[config.mk]
export PLATFORM = sky130hd
export DESIGN_NAME = prd_dma_engine
export DESIGN_NICKNAME = d
export VERILOG_FILES = /design/src/rtl/prd_dma_engine.sv
export SDC_FILE = /design/constraint.sdc
export NUM_CORES = 1
export LEC_CHECK = 0
export BUFFER_PORTS_ARGS = -buffer_cell sky130_fd_sc_hd__buf_2
export CAP_MARGIN = 30
export CORE_MARGIN = 1
export CORE_UTILIZATION = 50
export CTS_CLUSTER_DIAMETER = 100
export DETAILED_ROUTE_END_ITERATION = 8
export HOLD_SLACK_MARGIN = 0.05
export PLACE_DENSITY = 0.73
export SETUP_SLACK_MARGIN = 0.5
export SYNTH_ARGS = -nofsm -noshare
export SYNTH_HDL_FRONTEND = slang
export SYNTH_SLANG_ARGS = --single-unit
[constraint.sdc]
create_clock -name clk -period 6.7 [get_ports clk]
set_clock_uncertainty 0.2 [all_clocks]
set_input_delay 0 -clock clk [delete_from_list [all_inputs] [get_ports clk]]
set_output_delay 0 -clock clk [all_outputs]
set_load 0.01 [all_outputs]
[src/rtl/prd_dma_engine.sv]
module prd_dma_engine #(
  parameter int PAGE_W     = 12,
  parameter int DISK_DELAY = 4,
  parameter int BACKOFF    = 3
) (
  input  logic        clk,
  input  logic        rst_n,
  input  logic        start,
  input  logic [31:0] table_base,
  input  logic        disk_write,
  input  logic [7:0]  sec_count,
  input  logic [31:0] start_lba,
  input  logic        abort,
  output logic        mem_req,
  input  logic        mem_gnt,
  output logic        mem_fetch,
  output logic        mem_wr,
  output logic [31:0] mem_addr,
  output logic [16:0] mem_len,
  input  logic        mem_done,
  input  logic [63:0] mem_rdata,
  output logic [31:0] lba,
  output logic        done,
  output logic [1:0]  status
);
  localparam int PAGE  = 1 << PAGE_W;
  localparam int TOT_W = 18;
  localparam int CNT_W = $clog2(DISK_DELAY + BACKOFF + 130) + 1;
  localparam logic [1:0] ST_OK = 2'd0, ST_ABORT = 2'd1, ST_COUNT = 2'd2, ST_WRAP = 2'd3;

  typedef enum logic [2:0] {S_IDLE, S_FETCH, S_FWAIT, S_LAT, S_XFER, S_XWAIT, S_BACK} state_t;

  state_t             st;
  logic [31:0]        ptr, d_addr, lba_base;
  logic [16:0]        d_rem;
  logic               d_eot, to_mem, back_fetch;
  logic [TOT_W-1:0]   total, moved;
  logic [CNT_W-1:0]   cnt;

  logic [15:0]        raw_cnt;
  logic [16:0]        dcount, chunk;
  logic [PAGE_W:0]    page_left;
  logic [TOT_W-1:0]   cmd_left;
  logic               desc_wrap, overrun;
  logic               unused_bits;

  assign raw_cnt   = {mem_rdata[47:33], 1'b0};
  assign dcount    = (raw_cnt == 16'd0) ? 17'h10000 : {1'b0, raw_cnt};
  assign desc_wrap = (33'(mem_rdata[31:0]) + 33'(dcount)) > 33'h0_FFFF_FFFF;
  assign page_left = (PAGE_W+1)'(PAGE) - (PAGE_W+1)'(d_addr[PAGE_W-1:0]);
  assign chunk     = (d_rem < 17'(page_left)) ? d_rem : 17'(page_left);
  assign cmd_left  = total - moved;
  assign overrun   = TOT_W'(chunk) > cmd_left;
  assign unused_bits = ^{mem_rdata[62:48], mem_rdata[32], table_base[1:0]};

  assign mem_fetch = (st == S_FETCH);
  assign mem_req   = mem_fetch || (st == S_XFER && !overrun);
  assign mem_wr    = !mem_fetch && to_mem;
  assign mem_addr  = mem_fetch ? ptr : d_addr;
  assign mem_len   = mem_fetch ? 17'd8 : chunk;
  assign lba       = lba_base + 32'(moved[TOT_W-1:9]);

  always_ff @(posedge clk or negedge rst_n) begin
    if (!rst_n) begin
      st <= S_IDLE; ptr <= '0; d_addr <= '0; lba_base <= '0; d_rem <= '0;
      d_eot <= 1'b0; to_mem <= 1'b0; back_fetch <= 1'b0; total <= '0;
      moved <= '0; cnt <= '0; done <= 1'b0; status <= ST_OK;
    end else begin
      done <= 1'b0;
      if (abort && st != S_IDLE) begin
        st <= S_IDLE; done <= 1'b1; status <= ST_ABORT;
      end else begin
        case (st)
          S_IDLE: if (start) begin
            ptr      <= {table_base[31:2], 2'b00};
            total    <= (sec_count == 8'd0) ? TOT_W'(256) << 9 : TOT_W'(sec_count) << 9;
            moved    <= '0;
            lba_base <= start_lba;
            to_mem   <= !disk_write;
            st       <= S_FETCH;
          end
          S_FETCH: begin
            if (mem_gnt) st <= S_FWAIT;
            else begin st <= S_BACK; back_fetch <= 1'b1; cnt <= CNT_W'(BACKOFF - 1); end
          end
          S_FWAIT: if (mem_done) begin
            ptr <= ptr + 32'd8;
            if (desc_wrap) begin
              st <= S_IDLE; done <= 1'b1; status <= ST_WRAP;
            end else begin
              d_addr <= mem_rdata[31:0];
              d_rem  <= dcount;
              d_eot  <= mem_rdata[63];
              cnt    <= CNT_W'(DISK_DELAY) + CNT_W'(dcount[16:9]);
              st     <= S_LAT;
            end
          end
          S_LAT: begin
            if (cnt == '0) st <= S_XFER;
            else cnt <= cnt - 1'b1;
          end
          S_XFER: begin
            if (overrun) begin st <= S_IDLE; done <= 1'b1; status <= ST_COUNT; end
            else if (mem_gnt) st <= S_XWAIT;
            else begin st <= S_BACK; back_fetch <= 1'b0; cnt <= CNT_W'(BACKOFF - 1); end
          end
          S_XWAIT: if (mem_done) begin
            d_addr <= d_addr + 32'(chunk);
            d_rem  <= d_rem - chunk;
            moved  <= moved + TOT_W'(chunk);
            if (d_rem != chunk) st <= S_XFER;
            else if (!d_eot) st <= S_FETCH;
            else begin
              st <= S_IDLE; done <= 1'b1;
              status <= (cmd_left == TOT_W'(chunk)) ? ST_OK : ST_COUNT;
            end
          end
          S_BACK: begin
            if (cnt == '0) st <= back_fetch ? S_FETCH : S_XFER;
            else cnt <= cnt - 1'b1;
          end
          default: st <= S_IDLE;
        endcase
      end
    end
  end

  assert_first_fetch_R1: assert property (@(posedge clk) disable iff (!rst_n)
    (st == S_IDLE && start) |=> (mem_req && mem_fetch && mem_addr[1:0] == 2'b00 && mem_len == 17'd8));

  assert_no_page_cross_R3: assert property (@(posedge clk) disable iff (!rst_n)
    (mem_req && !mem_fetch) |-> ((18'(mem_addr[PAGE_W-1:0]) + 18'(mem_len)) <= 18'(PAGE)));

  assert_fetch_is_read_R4: assert property (@(posedge clk) disable iff (!rst_n)
    (mem_req && mem_fetch) |-> !mem_wr);

  assert_backoff_drop_R5: assert property (@(posedge clk) disable iff (!rst_n)
    (mem_req && !mem_gnt && !abort) |=> !mem_req);

  assert_done_pulse_R8: assert property (@(posedge clk) disable iff (!rst_n)
    done |=> !done);

  assert_abort_busy_R11: assert property (@(posedge clk) disable iff (!rst_n)
    (st != S_IDLE && abort) |=> (done && status == ST_ABORT));

  assert_abort_idle_R11: assert property (@(posedge clk) disable iff (!rst_n)
    (st == S_IDLE && abort) |=> !done);

  assert_one_outstanding_R12: assert property (@(posedge clk) disable iff (!rst_n)
    (mem_req && mem_gnt) |=> !mem_req);

endmodule

==> impl_metrics.csv <==
group,metric,value,unit
status,status,"complete, no violations",
cts,clock_path_buffers,2,
logic_synthesis,syn_area,0.0131,mm^2
layout,multiInputGateArea,0.00870,mm^2
cts,insertion_delay,0.44,ns
grt,grt_pass1_vias,12800,
routing,drtIter0Drc,1368,
critical_path,startpoint,"d_addr[2]",
sta,finalHoldViolations,0,
routing,vias,13500,
critical_path,r2r_setup_slack,0.77,ns
cts,cts.clk_slew.worst_paths,0.08,ns
logic_synthesis,synth_xor_area_share,6.04,%
grt,overflow,0,
sta,timing.slew.headroom,38.4,%
sta,finalSetupViolCount,0,
cts,tritoncts,"built",
logic_synthesis,synth_async_sr_flop_share,100,%
logic_synthesis,synth_top_family_by_area,"compound AO/OA/AOI/OAI gates",
layout,layout.nets,2200,
floorplan,die_h,164,um
logic_synthesis,yosys.area_share.simple,19.6,%
floorplan,coreArea,0.0254,mm^2
sta,max_freq,0.167,GHz
floorplan,dieArea,0.0268,mm^2
critical_path,worstPathCellList,"nor3_2, nand3_1, or3_1, xor2_1, inv_1, ha_1, a21o_1, a211oi_2, o21ai_1, a2111oi_2, nor3_2, buf_4, mux2i_2, inv_1, ha_1, nand4_1, a211oi_1, nor3_2, o21ai_2, nand3b_4, nor2b_4, or2_2, buf_2",
critical_path,cpMaxStageDelayCell,"dfrtp_1",
logic_synthesis,synth_area_per_cell,8.05,um^2
critical_path,arrival,5.80,ns
floorplan,ioPinCount,230,
layout,final_cell_mix,"211 x nand2_1, 206 x buf_2, 154 x dfrtp_1",
logic_synthesis,syn_inst,1621,
flow_run,cap_violations,0,
logic_synthesis,ys.flop_type,"dfrtp_1",
logic_synthesis,synth_compound_area_share,23.1,%
logic_synthesis,synth-warning-count,0,
cts,cts_max_level,4,
place,dpl_cell_area,0.0144,mm^2
critical_path,worst_r2r_path_depth,25,
layout,postLayoutCellArea,0.0165,mm^2
logic_synthesis,yosys.cell_types.count,83,
logic_synthesis,seq_area_frac_synth,29.9,%
routing,routed_wl,41.5,mm
sta,finalMaxSlewViolations,0,
cts,cts.sink_count,156,
critical_path,end_kind,"output pin",
power,power_density,512,mW/mm^2
logic_synthesis,synth_seq_cells,156,
cts,cts_root_buf,"clkbuf_16",
grt,grt_pass1_wl,65.2,mm
critical_path,path_common_cell,"nor3_2",
routing,drcViolationCount,0,
sta,tns,0,ns
logic_synthesis,synth-edff-count,0,
sta,hold_slack,0.0715,ns
critical_path,crit_path_end,"mem_req",
critical_path,timing.rr.start,"d_addr[2]",
layout,drive_gt1_share,18.8,%
place,dp_hpwl,28.7,mm
grt,grt_max_degree,62,
critical_path,worstReg2RegEnd,"d_addr[21]",
sta,final.period_utilization,89.6,%
layout,ff_latch_area,0.00391,mm^2
logic_synthesis,synth_mux_area_share,4.59,%
layout,fill_cells,2097,
critical_path,slowest_delay,0.48,ns
grt,track_usage,30.9,%
critical_path,critPathMaxFanout,7,
sta,worst_pin_slew,0.923,ns
routing,drtAntennaViolNets,0,
floorplan,dieWidth,164,um
place,gp_congestion,0.911,
sta,period_needed,6.00,ns
routing,viasPerCell,5.91,
cts,cts_made_buffers,17,
sta,rsz0062_at_grt,"false",
logic_synthesis,synthAdderAreaFrac,11.6,%
critical_path,cp_data_required_time,6.50,ns
grt,antenna_found_initial,3,
layout,mostFrequentLayoutCell,"nand2_1",
floorplan,start_util,51.4,%
layout,areaGrowthSynthToFinish,26.5,%
power,ir_drop,0.302,mV
critical_path,worst-setup-path-type,"reg -> out",
critical_path,start_kind,"flip-flop",
power,p_leak,7.56,nW
place,place.port_buffers,207,
routing,wire_per_inst,18.2,um
min_path,hold_class,"in -> reg",
routing,firstDrtPassIters,5,
power,power.total,0.00845,W
floorplan,std_cell_rows,58,
-- cell usage after synthesis (all sizes together) (20+ instances only) --
cell,n,area [um^2]
a211oi,20,150
a21o,23,174
a21oi,152,764
a31oi,23,144
clkbuf,63,236
dfrtp,156,3900
ha,115,1440
inv,88,330
mux2,39,439
nand2,212,796
nand3,43,215
nand4,22,138
nor2,143,537
nor3,39,200
o21a,23,173
o21ai,121,609
o22ai,22,138
xnor2,52,455
xor2,38,333
-- state kept, by name (all words and copies together) (netlist names) --
register / count
done: 1
moved: 18
st: 3
lba_base: 32
d_rem: 17
cnt: 9
back_fetch: 1
ptr: 30
d_addr: 32
to_mem: 1
d_eot: 1
total: 9
status: 2
-- metal layers --
| layer | global-route usage (%) | vias up | routed length (um) | part of all wire (%) |
|---|---|---|---|---|
| li1 | - | 6438 | - | - |
| met3 | 4.01 | 122 | 3230 | 7.8 |
| met4 | 15.3 | 0 | 1830 | 4.4 |
| met5 | 0 | - | 0 | 0 |
| met2 | 50.1 | 635 | 19100 | 46 |
| met1 | 40.5 | 6300 | 17400 | 42 |
-- kinds of logic after synthesis --
logic type	Yosys count
other cells	1
simple gates	556
xor+xnor	90
buf+inv	167
mux	55
fa+ha+maj	119
flops	156
compound gates	477
-- area by class of cell --
type,count,share of cell area (%)
inverters,88,2.00
clock inverters,12,0.644
well taps,330,2.50
flip-flops and latches,156,23.7
clock buffers,20,2.77
multi-input cells,1314,52.7
diodes,3,0.0455
repair buffers,361,15.6
-- where the power goes --
| part | switching [W] | internal, W | total [W] |
|---|---|---|---|
| sequential | 0.000529 | 0.00137 | 0.00190 |
| clock | 0.000443 | 0.000504 | 0.000947 |
| combinational | 0.00320 | 0.00241 | 0.00561 |
-- critical path, delay by kind of cell, from the launching register on --
kind | cells | cell delay, ns
buf+inv | 4 | 0.67
xor+xnor | 1 | 0.25
compound gates | 6 | 1.31
flops | 1 | 0.48
mux | 1 | 0.32
simple gates | 9 | 1.68
fa+ha+maj | 2 | 0.64
-- worst min path at each step --
| stage | start | end | slack, ns | cells past startpoint |
|---|---|---|---|---|
| detailed placement | rst_n | moved[12] | -0.08 | 1 |
| finish | disk_write | to_mem | 0.07 | 3 |
| floorplan | rst_n | back_fetch | -0.50 | 0 |
| global placement | rst_n | moved[12] | -0.09 | 1 |
| global route | disk_write | to_mem | 0.09 | 3 |
| CTS | disk_write | to_mem | 0.07 | 3 |
-- repair_timing --
action / CTS / global route
buffers inserted: 0 / 5
pin swaps: 0 / 7
cloned: 0 / 2
hold buffers: 132 / 0
hold endpoints to repair: 213 / 0
gates resized for setup: 3 / 43
setup endpoints to repair: 2 / 43
-- through the flow --
stage               cells  utilization (%)  worst slack, ns
floorplan            1636                -             1.27
global placement     2108             56.5            0.735
detailed placement   2110             56.7            0.546
CTS                  2274             64.2            0.524
global route         2284             65.0            0.494
finish               2284             65.0            0.699
Power figures use the tool's default switching activity.
